`config.mk`:
```
export PLATFORM = sky130hd
export DESIGN_NAME = mains_qual
export DESIGN_NICKNAME = d
export VERILOG_FILES = /design/src/rtl/mq_pkg.sv /design/src/rtl/mq_zc_det.sv /design/src/rtl/mq_ref_mem.sv /design/src/rtl/mq_band.sv /design/src/rtl/mains_qual.sv
export SDC_FILE = /design/constraint.sdc
export NUM_CORES = 2
export LEC_CHECK = 0
export BUFFER_PORTS_ARGS = -buffer_cell sky130_fd_sc_hd__buf_2
export CAP_MARGIN = 20
export CORE_MARGIN = 3
export CORE_UTILIZATION = 45
export CTS_CLUSTER_DIAMETER = 80
export DETAILED_ROUTE_END_ITERATION = 8
export GPL_ROUTABILITY_DRIVEN = 0
export PLACE_DENSITY = 0.63
export SYNTH_ARGS = -nofsm -noshare
export SYNTH_HDL_FRONTEND = slang
export SYNTH_SLANG_ARGS = --single-unit
```
`constraint.sdc`:
```
create_clock -name clk -period 16.8 [get_ports clk]
set_input_delay 0.84 -clock clk [delete_from_list [all_inputs] [get_ports clk]]
set_output_delay 0.84 -clock clk [all_outputs]
set_load 0.01 [all_outputs]
```
`src/rtl/mq_pkg.sv`:
```
package mq_pkg;

    typedef enum logic [2:0] {
        MQ_HOLD,
        MQ_SEEK,
        MQ_LEARN,
        MQ_QUAL,
        MQ_PRESENT
    } mq_state_e;

endpackage

```
`src/rtl/mq_zc_det.sv`:
```
module mq_zc_det #(
    parameter int W       = 12,
    parameter int ZC_RISE = 40
) (
    input  logic                clk,
    input  logic                rst_n,
    input  logic                smp_vld,
    input  logic signed [W-1:0] smp_in,
    output logic                zc
);

    localparam logic signed [W:0] RISE_MIN = (W+1)'(ZC_RISE);

    logic signed [W-1:0] prev_q;
    logic signed [W:0]   rise;
    logic                cur_pos;

    always_ff @(posedge clk or negedge rst_n) begin
        if (!rst_n) begin
            prev_q <= '0;
        end else if (smp_vld) begin
            prev_q <= smp_in;
        end
    end

    assign rise    = $signed({smp_in[W-1], smp_in}) - $signed({prev_q[W-1], prev_q});
    assign cur_pos = !smp_in[W-1] && (smp_in != '0);
    assign zc      = smp_vld && prev_q[W-1] && cur_pos && (rise > RISE_MIN);

endmodule

```
`src/rtl/mq_ref_mem.sv`:
```
module mq_ref_mem #(
    parameter int W     = 12,
    parameter int DEPTH = 32,
    parameter int IDX_W = 5
) (
    input  logic                clk,
    input  logic                wr_en,
    input  logic                wr_add,
    input  logic [IDX_W-1:0]    wr_idx,
    input  logic signed [W-1:0] wr_val,
    input  logic [IDX_W-1:0]    rd_idx,
    output logic signed [W-1:0] rd_ref
);

    localparam int ACC_W = W + 2;

    logic signed [ACC_W-1:0] acc_q [DEPTH];
    logic signed [ACC_W-1:0] wr_ext;
    logic signed [ACC_W-1:0] rd_sum;

    assign wr_ext = ACC_W'(wr_val);

    for (genvar i = 0; i < DEPTH; i++) begin : g_entry
        always_ff @(posedge clk) begin
            if (wr_en && (wr_idx == IDX_W'(i))) begin
                acc_q[i] <= wr_add ? acc_q[i] + wr_ext : wr_ext;
            end
        end
    end

    assign rd_sum = acc_q[rd_idx];
    assign rd_ref = W'(rd_sum >>> 2);

endmodule

```
`src/rtl/mq_band.sv`:
```
module mq_band #(
    parameter int W     = 12,
    parameter int BAND  = 20,
    parameter int IDX_W = 5,
    parameter int LEN_W = 6
) (
    input  logic signed [W-1:0] smp_in,
    input  logic signed [W-1:0] ref_val,
    input  logic [IDX_W-1:0]    idx,
    input  logic [LEN_W-1:0]    len,
    output logic                in_band,
    output logic [1:0]          quad
);

    localparam logic [W:0] BAND_LIM = (W+1)'(BAND);
    localparam int         QW       = LEN_W + 2;

    logic signed [W:0] err;
    logic [W:0]        err_mag;
    logic [QW-1:0]     len_x, idx_x, q1, q2, q3;

    assign err     = $signed({smp_in[W-1], smp_in}) - $signed({ref_val[W-1], ref_val});
    assign err_mag = err[W] ? -err : err;
    assign in_band = err_mag <= BAND_LIM;

    assign len_x = QW'(len);
    assign idx_x = QW'(idx);
    assign q1    = len_x >> 2;
    assign q2    = len_x >> 1;
    assign q3    = (len_x + (len_x << 1)) >> 2;

    always_comb begin
        if (idx_x < q1)      quad = 2'd0;
        else if (idx_x < q2) quad = 2'd1;
        else if (idx_x < q3) quad = 2'd2;
        else                 quad = 2'd3;
    end

endmodule

```
`src/rtl/mains_qual.sv`:
```
module mains_qual
    import mq_pkg::*;
#(
    parameter int W       = 12,
    parameter int MAX_LEN = 32,
    parameter int HOLD_N  = 25,
    parameter int GAP_MAX = 12,
    parameter int HI_LVL  = 300,
    parameter int ZC_RISE = 40,
    parameter int BAND    = 20,
    parameter int QUAL_N  = 40,
    parameter int FAIL_N  = 5
) (
    input  logic                         clk,
    input  logic                         rst_n,
    input  logic                         smp_vld,
    input  logic signed [W-1:0]          smp_in,
    output logic [$clog2(MAX_LEN)-1:0]   smp_idx,
    output logic [1:0]                   smp_quad,
    output logic                         mains_ok,
    output logic                         mains_fail
);

    localparam int IDX_W   = $clog2(MAX_LEN);
    localparam int LEN_W   = IDX_W + 1;
    localparam int CNT_MAX = (HOLD_N > QUAL_N) ? ((HOLD_N > FAIL_N) ? HOLD_N : FAIL_N)
                                               : ((QUAL_N > FAIL_N) ? QUAL_N : FAIL_N);
    localparam int CNT_W   = $clog2(CNT_MAX + 1);
    localparam int GAP_W   = $clog2(GAP_MAX + 2);

    localparam logic [CNT_W-1:0] HOLD_END = CNT_W'(HOLD_N - 1);
    localparam logic [CNT_W-1:0] QUAL_END = CNT_W'(QUAL_N - 1);
    localparam logic [CNT_W-1:0] FAIL_END = CNT_W'(FAIL_N - 1);
    localparam logic [GAP_W-1:0] GAP_LIM  = GAP_W'(GAP_MAX);
    localparam logic [GAP_W-1:0] GAP_SAT  = GAP_W'(GAP_MAX + 1);
    localparam logic [IDX_W-1:0] IDX_LAST = IDX_W'(MAX_LEN - 1);
    localparam logic [W:0]       HI_MAG   = (W+1)'(HI_LVL);

    mq_state_e st_q, st_d;

    logic [CNT_W-1:0]    cnt_q;
    logic [GAP_W-1:0]    gap_q, gap_n;
    logic [IDX_W-1:0]    idx_q, nidx, wr_idx;
    logic [LEN_W-1:0]    len_q, idx_p1;
    logic [1:0]          cyc_q;
    logic                ok_q, fail_q;
    logic                zc, in_band, hi_ok, wrap, wr_en, wr_add, fail_evt;
    logic signed [W:0]   smp_x;
    logic [W:0]          mag;
    logic signed [W-1:0] ref_val;

    // ---------------- sub-blocks ----------------
    mq_zc_det #(.W(W), .ZC_RISE(ZC_RISE)) u_zc (
        .clk(clk), .rst_n(rst_n), .smp_vld(smp_vld), .smp_in(smp_in), .zc(zc)
    );

    mq_ref_mem #(.W(W), .DEPTH(MAX_LEN), .IDX_W(IDX_W)) u_mem (
        .clk(clk), .wr_en(wr_en), .wr_add(wr_add), .wr_idx(wr_idx),
        .wr_val(smp_in), .rd_idx(nidx), .rd_ref(ref_val)
    );

    mq_band #(.W(W), .BAND(BAND), .IDX_W(IDX_W), .LEN_W(LEN_W)) u_band (
        .smp_in(smp_in), .ref_val(ref_val), .idx(idx_q), .len(len_q),
        .in_band(in_band), .quad(smp_quad)
    );

    // ---------------- sample-level decode ----------------
    assign smp_x  = {smp_in[W-1], smp_in};
    assign mag    = smp_x[W] ? -smp_x : smp_x;
    assign gap_n  = (mag >= HI_MAG) ? '0 : ((gap_q == GAP_SAT) ? gap_q : gap_q + 1'b1);
    assign hi_ok  = gap_n <= GAP_LIM;

    assign idx_p1 = LEN_W'(idx_q) + 1'b1;
    assign wrap   = idx_p1 >= len_q;
    assign nidx   = (zc || wrap) ? '0 : idx_p1[IDX_W-1:0];

    assign wr_idx = zc ? '0 : idx_p1[IDX_W-1:0];
    assign wr_en  = smp_vld && (((st_q == MQ_SEEK) && zc) ||
                    ((st_q == MQ_LEARN) && (zc ? (cyc_q != 2'd3) : (idx_q != IDX_LAST))));
    assign wr_add = (st_q == MQ_LEARN) && (zc || (cyc_q != 2'd0));

    // ---------------- next state ----------------
    always_comb begin
        st_d = st_q;
        if (smp_vld) begin
            unique case (st_q)
                MQ_HOLD:    if (hi_ok && cnt_q == HOLD_END) st_d = MQ_SEEK;
                MQ_SEEK:    if (zc) st_d = MQ_LEARN;
                MQ_LEARN: begin
                    if (zc && cyc_q == 2'd3)            st_d = MQ_QUAL;
                    else if (!zc && idx_q == IDX_LAST)  st_d = MQ_HOLD;
                end
                MQ_QUAL:    if (in_band && cnt_q == QUAL_END) st_d = MQ_PRESENT;
                MQ_PRESENT: if (!in_band && cnt_q == FAIL_END) st_d = MQ_HOLD;
                default:    st_d = MQ_HOLD;
            endcase
        end
    end

    assign fail_evt = (st_q == MQ_PRESENT) && (st_d == MQ_HOLD);

    // ---------------- state register ----------------
    always_ff @(posedge clk or negedge rst_n) begin
        if (!rst_n) st_q <= MQ_HOLD;
        else        st_q <= st_d;
    end

    // ---------------- outputs ----------------
    always_ff @(posedge clk or negedge rst_n) begin
        if (!rst_n) begin
            ok_q   <= 1'b0;
            fail_q <= 1'b0;
        end else begin
            ok_q <= (st_d == MQ_PRESENT);
            if (fail_evt)                  fail_q <= 1'b1;
            else if (st_d == MQ_PRESENT)   fail_q <= 1'b0;
        end
    end

    assign mains_ok   = ok_q;
    assign mains_fail = fail_q;
    assign smp_idx    = idx_q;

    // ---------------- counters and index ----------------
    always_ff @(posedge clk or negedge rst_n) begin
        if (!rst_n) begin
            cnt_q <= '0;
            gap_q <= GAP_SAT;
            idx_q <= '0;
            len_q <= LEN_W'(MAX_LEN);
            cyc_q <= '0;
        end else if (smp_vld) begin
            gap_q <= gap_n;
            if (st_d != st_q) begin
                cnt_q <= '0;
            end else begin
                case (st_q)
                    MQ_HOLD:    cnt_q <= hi_ok   ? cnt_q + 1'b1 : '0;
                    MQ_QUAL:    cnt_q <= in_band ? cnt_q + 1'b1 : '0;
                    MQ_PRESENT: cnt_q <= in_band ? '0 : cnt_q + 1'b1;
                    default:    cnt_q <= '0;
                endcase
            end
            case (st_q)
                MQ_SEEK: begin
                    if (zc) begin
                        idx_q <= '0;
                        cyc_q <= '0;
                    end
                end
                MQ_LEARN: begin
                    if (zc) begin
                        len_q <= idx_p1;
                        idx_q <= '0;
                        cyc_q <= cyc_q + 1'b1;
                    end else begin
                        idx_q <= (idx_q == IDX_LAST) ? '0 : idx_p1[IDX_W-1:0];
                    end
                end
                MQ_QUAL, MQ_PRESENT: idx_q <= nidx;
                default: ;
            endcase
        end
    end

endmodule

```
-- Word level (Yosys, flattened, before mapping)
Memories as Yosys holds them, arrays and structs flattened.
Cells that the tools add are included.
- logic and storage cells: 422
- output and inout port bits: 9
- bits of input ports: 15
- register bits: 40
- memories kept: 1
- bits in writable memories: 448
- muxes and demuxes: 221
- $add $sub $neg: 41
- reduce and logical (&&, ||, !) cells: 95
- $lt $le $gt $ge: 8
- equal/unequal tests: 47
- memory list (memory ; words ; bits a word ; read ports ; clocked after memory_dff ; write ports ; line ; source):
    u_mem.acc_q ; 32 ; 14 ; 33 ; 0 ; 1 ; mq_ref_mem.sv:17 ; logic signed [ACC_W-1:0] acc_q [DEPTH];
- operators with widths (operator ; number):
    14-bit two-way mux ; 63
    14-bit by 12-bit adder with 14-bit output ; 32
    14-bit OR reduction ; 31
    5-bit two-way mux ; 36
    1-bit two-way mux ; 99
    5-bit == test (second input constant) ; 17
    1-bit logical AND ; 46
    5-bit by 4-bit == test with 1-bit output (second input constant) ; 8
    13-bit two-way mux ; 2
    12-bit by 12-bit subtractor with 13-bit output ; 2
    6-bit two-way mux ; 4
    3-bit two-way mux ; 7
    5-bit by 3-bit == test with 1-bit output (second input constant) ; 4
    6-bit case mux with 3 select lines ; 1
    3-bit case mux with 5 select lines ; 1
    5-bit case mux with 3 select lines ; 1
    13-bit by 9-bit greater-or-equal comparator with 1-bit output (second input constant) ; 1
    13-bit by 7-bit greater-than comparator with 1-bit output (second input constant) ; 1
    13-bit by 5-bit <= comparator with 1-bit output (second input constant) ; 1
    12-bit negation with 13-bit output ; 1
    13-bit negation ; 1
    12-bit nonzero test ; 1
    5-bit by 2-bit == test with 1-bit output (second input constant) ; 2
    6-bit by 7-bit adder with 8-bit output ; 1
    other kinds (33) ; 49

-- Depth between registers and ports, before layout
- word-level depth: 43
- mapped depth: 31
- depth with buffers taken out: 28

-- Modules after synthesis
A second synthesis with hierarchy kept.
- cell total of the unflattened synthesis: 4208
- area, all modules: 42395.7 um2
- by module, submodules not included (module ; area each (um2) ; seq. area each (um2) ; times used ; cells each):
    mq_ref_mem ; 37663.6 ; 13452.9 ; 1 ; 3614
    mains_qual ; 2134.5 ; 705.7 ; 1 ; 258
    mq_band ; 1425.1 ; 0.0 ; 1 ; 195
    mq_zc_det ; 1172.4 ; 300.3 ; 1 ; 141

-- Least setup slack after synthesis
OpenSTA, ideal clock, no wires.
- path type: input to register
- start: in smp_in[1]
- end: reg cnt_q[0]
- path buffers: 2
- stages on the path: 27
- setup time: 0.079 ns
- arrival: 8.371 ns
- setup slack: 8.349 ns
- required time: 16.721 ns
- cells stage by stage: inv_1 > fa_1 > nor2b_1 > o2111ai_1 > nand4bb_1 > a21o_1 > a2111oi_4 > a21o_1 > and3_1 > buf_2 > clkbuf_1 > a21oi_1 > o31ai_1 > and4b_1 > ha_1 > inv_1 > fa_1 > a211oi_1 > nor3b_1 > o311ai_0 > a2bb2oi_1 > a32oi_1 > a21o_1 > or4_1 > mux2i_1 > or3_1 > mux2i_1
- longest elaborated chain between the ends: 18
- elaborated cells on any way between the ends: 39
- classes of those cells: 4 x add/sub; 4 x order compare; 1 x eq/ne; 17 x mux; 12 x reduce/logical; 1 x memory
- RTL lines (item ; line ; source):
    start: declaration ; mains_qual.sv:17 ; input logic signed [W-1:0] smp_in,
    parallel branches: the longest is 17 deep, another holds memory read 32 x 14 bit ; n/a ;
    6-bit two-way mux * ; mains_qual.sv:134 ; if (st_d != st_q) begin
    end signal: assignment ; mains_qual.sv:138 ; MQ_HOLD: cnt_q <= hi_ok ? cnt_q + 1'b1 : '0;
    end signal: assignment ; mains_qual.sv:139 ; MQ_QUAL: cnt_q <= in_band ? cnt_q + 1'b1 : '0;
    end signal: assignment ; mains_qual.sv:140 ; MQ_PRESENT: cnt_q <= in_band ? '0 : cnt_q + 1'b1;
    end: declaration ; mains_qual.sv:41 ; logic [CNT_W-1:0] cnt_q;
Every way passes the cells marked *.
A chain may end at the register's enable or synchronous reset.

-- Final worst setup path
Ends and elaborated chain as after synthesis.

==> impl_metrics.tcl <==
set metrics [dict create \
    outcome "finished clean" \
    post-cts-setup-buffer-count 0 \
    syn-instance-count 4314 \
    numCtsBuffers 59 \
    design_area_mm2 0.0447 \
    yosys.area.top_type_share 0.326 \
    initial_utilization 0.456 \
    timing.final.setup_violations 0 \
    route.vias.total 34800 \
    grt_start_max_net_pins 125 \
    yosys_most_used_dff "edfxtp_1" \
    clkPwrFrac 0.219 \
    worst_slew_pin_slew_ns 1.09 \
    number_of_remaining_drc_errors 0 \
    drv_slew 0 \
    postSynthAreaPerCell_um2 9.58 \
    synth_common_cells "o21ai_0, ha_1, edfxtp_1" \
    aggregate_global_route_resource_usage 0.273 \
    synth_area_leader_cell "edfxtp_1" \
    detail-route-antenna-nets 0 \
    pwr-share-comb 0.530 \
    totalNegativeSetupSlack_ns 0 \
    syn_nets 4835 \
    seqCellArea_mm2 0.0145 \
    cts.path.max_buffers 3 \
    top_level_ports 24 \
    r2r_startpoint "smp_idx[2]$_DFFE_PN0P_" \
    sequential_element_share_of_the_synthesized_area 0.350 \
    max-cap-violations 0 \
    setup_repair_after_global_routing_missed_its_margin "false" \
    final.setup_skew_ns 0.0290 \
    tritoncts "done" \
    fraction_of_power_spent_switching_nets 0.455 \
    fp.dieW_um 309 \
    numPortBuffers 23 \
    via_count_of_the_first_global_routing_pass 32700 \
    ys_types 90 \
    yosysWarnings 0 \
    intPower_mw 3.23 \
    synth-async-reset-ratio 0.0820 \
    worst_ep_required_time_ns 17.36 \
    worst-setup-path-type "in -> reg" \
    maxSlewHeadroom 0.275 \
    grt_first_pass_wirelength_um 201000 \
    dr.pass1.iters 7 \
    synthTopCellsByArea "edfxtp_1, ha_1, o21ai_0" \
    critical_path.most_common_cell "buf_4" \
    ctsHoldBuffers 0 \
    floorplan.die_area_mm2 0.0955 \
    nets 4829 \
    multi_input_area_mm2 0.0252 \
    die_h_um 309 \
    global_route.overflow_total 0 \
    vias_per_cell 6.30 \
    finalPower_mw 5.93 \
    cell_with_the_most_instances_after_synthesis "o21ai_0" \
    syn2layout_area_growth_pct 8.31 \
    drive_above_1_share 0.0863 \
    hpwl_um 92100 \
    nFillCells 8386 \
    clkTransAtPathRegs_ns 0.06 \
    endpoint_kind "flop" \
    crit_path_top_delay_cell "or4_1" \
    cp_data_arrival_time_ns 10.45 \
    clkSinkCount 488 \
    reg2reg_to "cnt_q[0]$_DFFE_PN0P_" \
    r2r_setup_slack_ns 7.40 \
    post_synth_instance_area_mm2 0.0413 \
    worst_r2r_path_depth 28 \
    sequential_fraction_of_design_power 0.252 \
    row_count 110 \
    insertion_delay_ns 0.64 \
    insertedDiodeCount 0 \
    power.density_mw_per_mm2 132 \
    coreArea_mm2 0.0906 \
    antenna_found_initial 5 \
    timing.critical_path.fanout_max 62 \
    leakage_nw 18.1 \
    hp-class "in -> async" \
    switchingPower_mw 2.70 \
    edff_count_synth 448 \
    report.final.hold_viol_count 0 \
    place_area_mm2 0.0428 \
    slowest_delay_ns 0.74 \
    period_utilization 0.589 \
    buffer_cell_driving_the_clock_tree_root "clkbuf_16" \
    post_cts_resize_count 0 \
    ctsHtreeMaxLevel 2 \
    drt-initial-drc-count 3634 \
    synth-seq-cells 488 \
    crit_path_start_kind "primary input" \
    route.detailed.wl_per_inst_um 24.0 \
    period_needed_ns 9.89 \
    total_wire_length_after_detailed_routing_um 133000 \
    vdd_ir_drop_max_v 0.000131 \
    postLayoutCoreUtil 0.494 \
    maxClockFrequency_mhz 101 \
]
[routing by layer]
layer	routed length, um	global-route usage
met1	58800	0.389
met2	57700	0.422
met3	11600	0.0474
met4	4760	0.0918
met5	9	0
[worst max-delay path: cells and delay by family]
family	cells	cell delay (ns)
compound gates	12	3.38
simple gates	6	2.41
buf+inv	6	2.19
fa+ha+maj	3	1.09
mux	2	0.37
[metrics by stage]
stage	hold WS [ns]	setup slack, ns	cells
floorplan	0.485	8.35	4314
global placement	0.506	6.79	5422
detailed placement	0.517	6.50	5422
CTS	0.366	7.19	5531
global route	0.418	6.35	5532
finish	0.355	6.91	5532
[layout make-up]
type	count	area share
flip-flops and latches	488	0.323
well taps	1176	0.0329
repair buffers	113	0.0182
clock buffers	80	0.0371
inverters	239	0.0201
multi-input cells	3407	0.563
clock inverters	29	0.00534
[kinds of logic after synthesis]
kind of cell / synth area share
compound gates: 0.248
xor+xnor: 0.0657
fa+ha+maj: 0.160
buf+inv: 0.0448
flops: 0.350
mux: 0.0143
simple gates: 0.117
[power groups by stage]
stage                     clock (mW)  combinational, mW  sequential [mW]
after detailed placement           0               3.05             1.52
final                           1.30               3.14             1.49
after global placement             0               3.01             1.52
after floorplan                    0               2.13             1.51
after global routing            1.36               3.35             1.50
after CTS                       1.32               3.06             1.49
[how the worst max path moves through the flow]
| stage | start | end | slack (ns) | cells after the start |
|---|---|---|---|---|
| global route | smp_in[1] | cnt_q[5]$_DFFE_PN0P_ | 6.35 | 29 |
| global placement | smp_in[1] | cnt_q[0]$_DFFE_PN0P_ | 6.79 | 29 |
| floorplan | smp_in[1] | cnt_q[0]$_DFFE_PN0P_ | 8.35 | 27 |
| CTS | smp_in[1] | cnt_q[0]$_DFFE_PN0P_ | 7.19 | 29 |
| finish | smp_in[1] | cnt_q[0]$_DFFE_PN0P_ | 6.91 | 29 |
| detailed placement | smp_in[1] | cnt_q[0]$_DFFE_PN0P_ | 6.50 | 29 |
[registers in the layout, summed over array words and instances, names as in the netlist]
name / cells
cyc_q: 2
u_zc.prev_q: 12
gap_q: 4
u_mem.acc_q: 448
mains_fail: 1
st_q: 3
len_q: 6
mains_ok: 1
cnt_q: 6
smp_idx: 5
[cell usage in the layout, fill, tap and decap left out, drive strengths merged, types with 164 or more instances in the layout]
cell type,Yosys,routed
o21ai,585,585
nor2,232,232
inv,239,238
a21oi,229,229
edfxtp,448,448
a21o,164,164
xnor2,225,225
ha,471,471
nand2,290,290
Power figures use the tool's default switching activity.
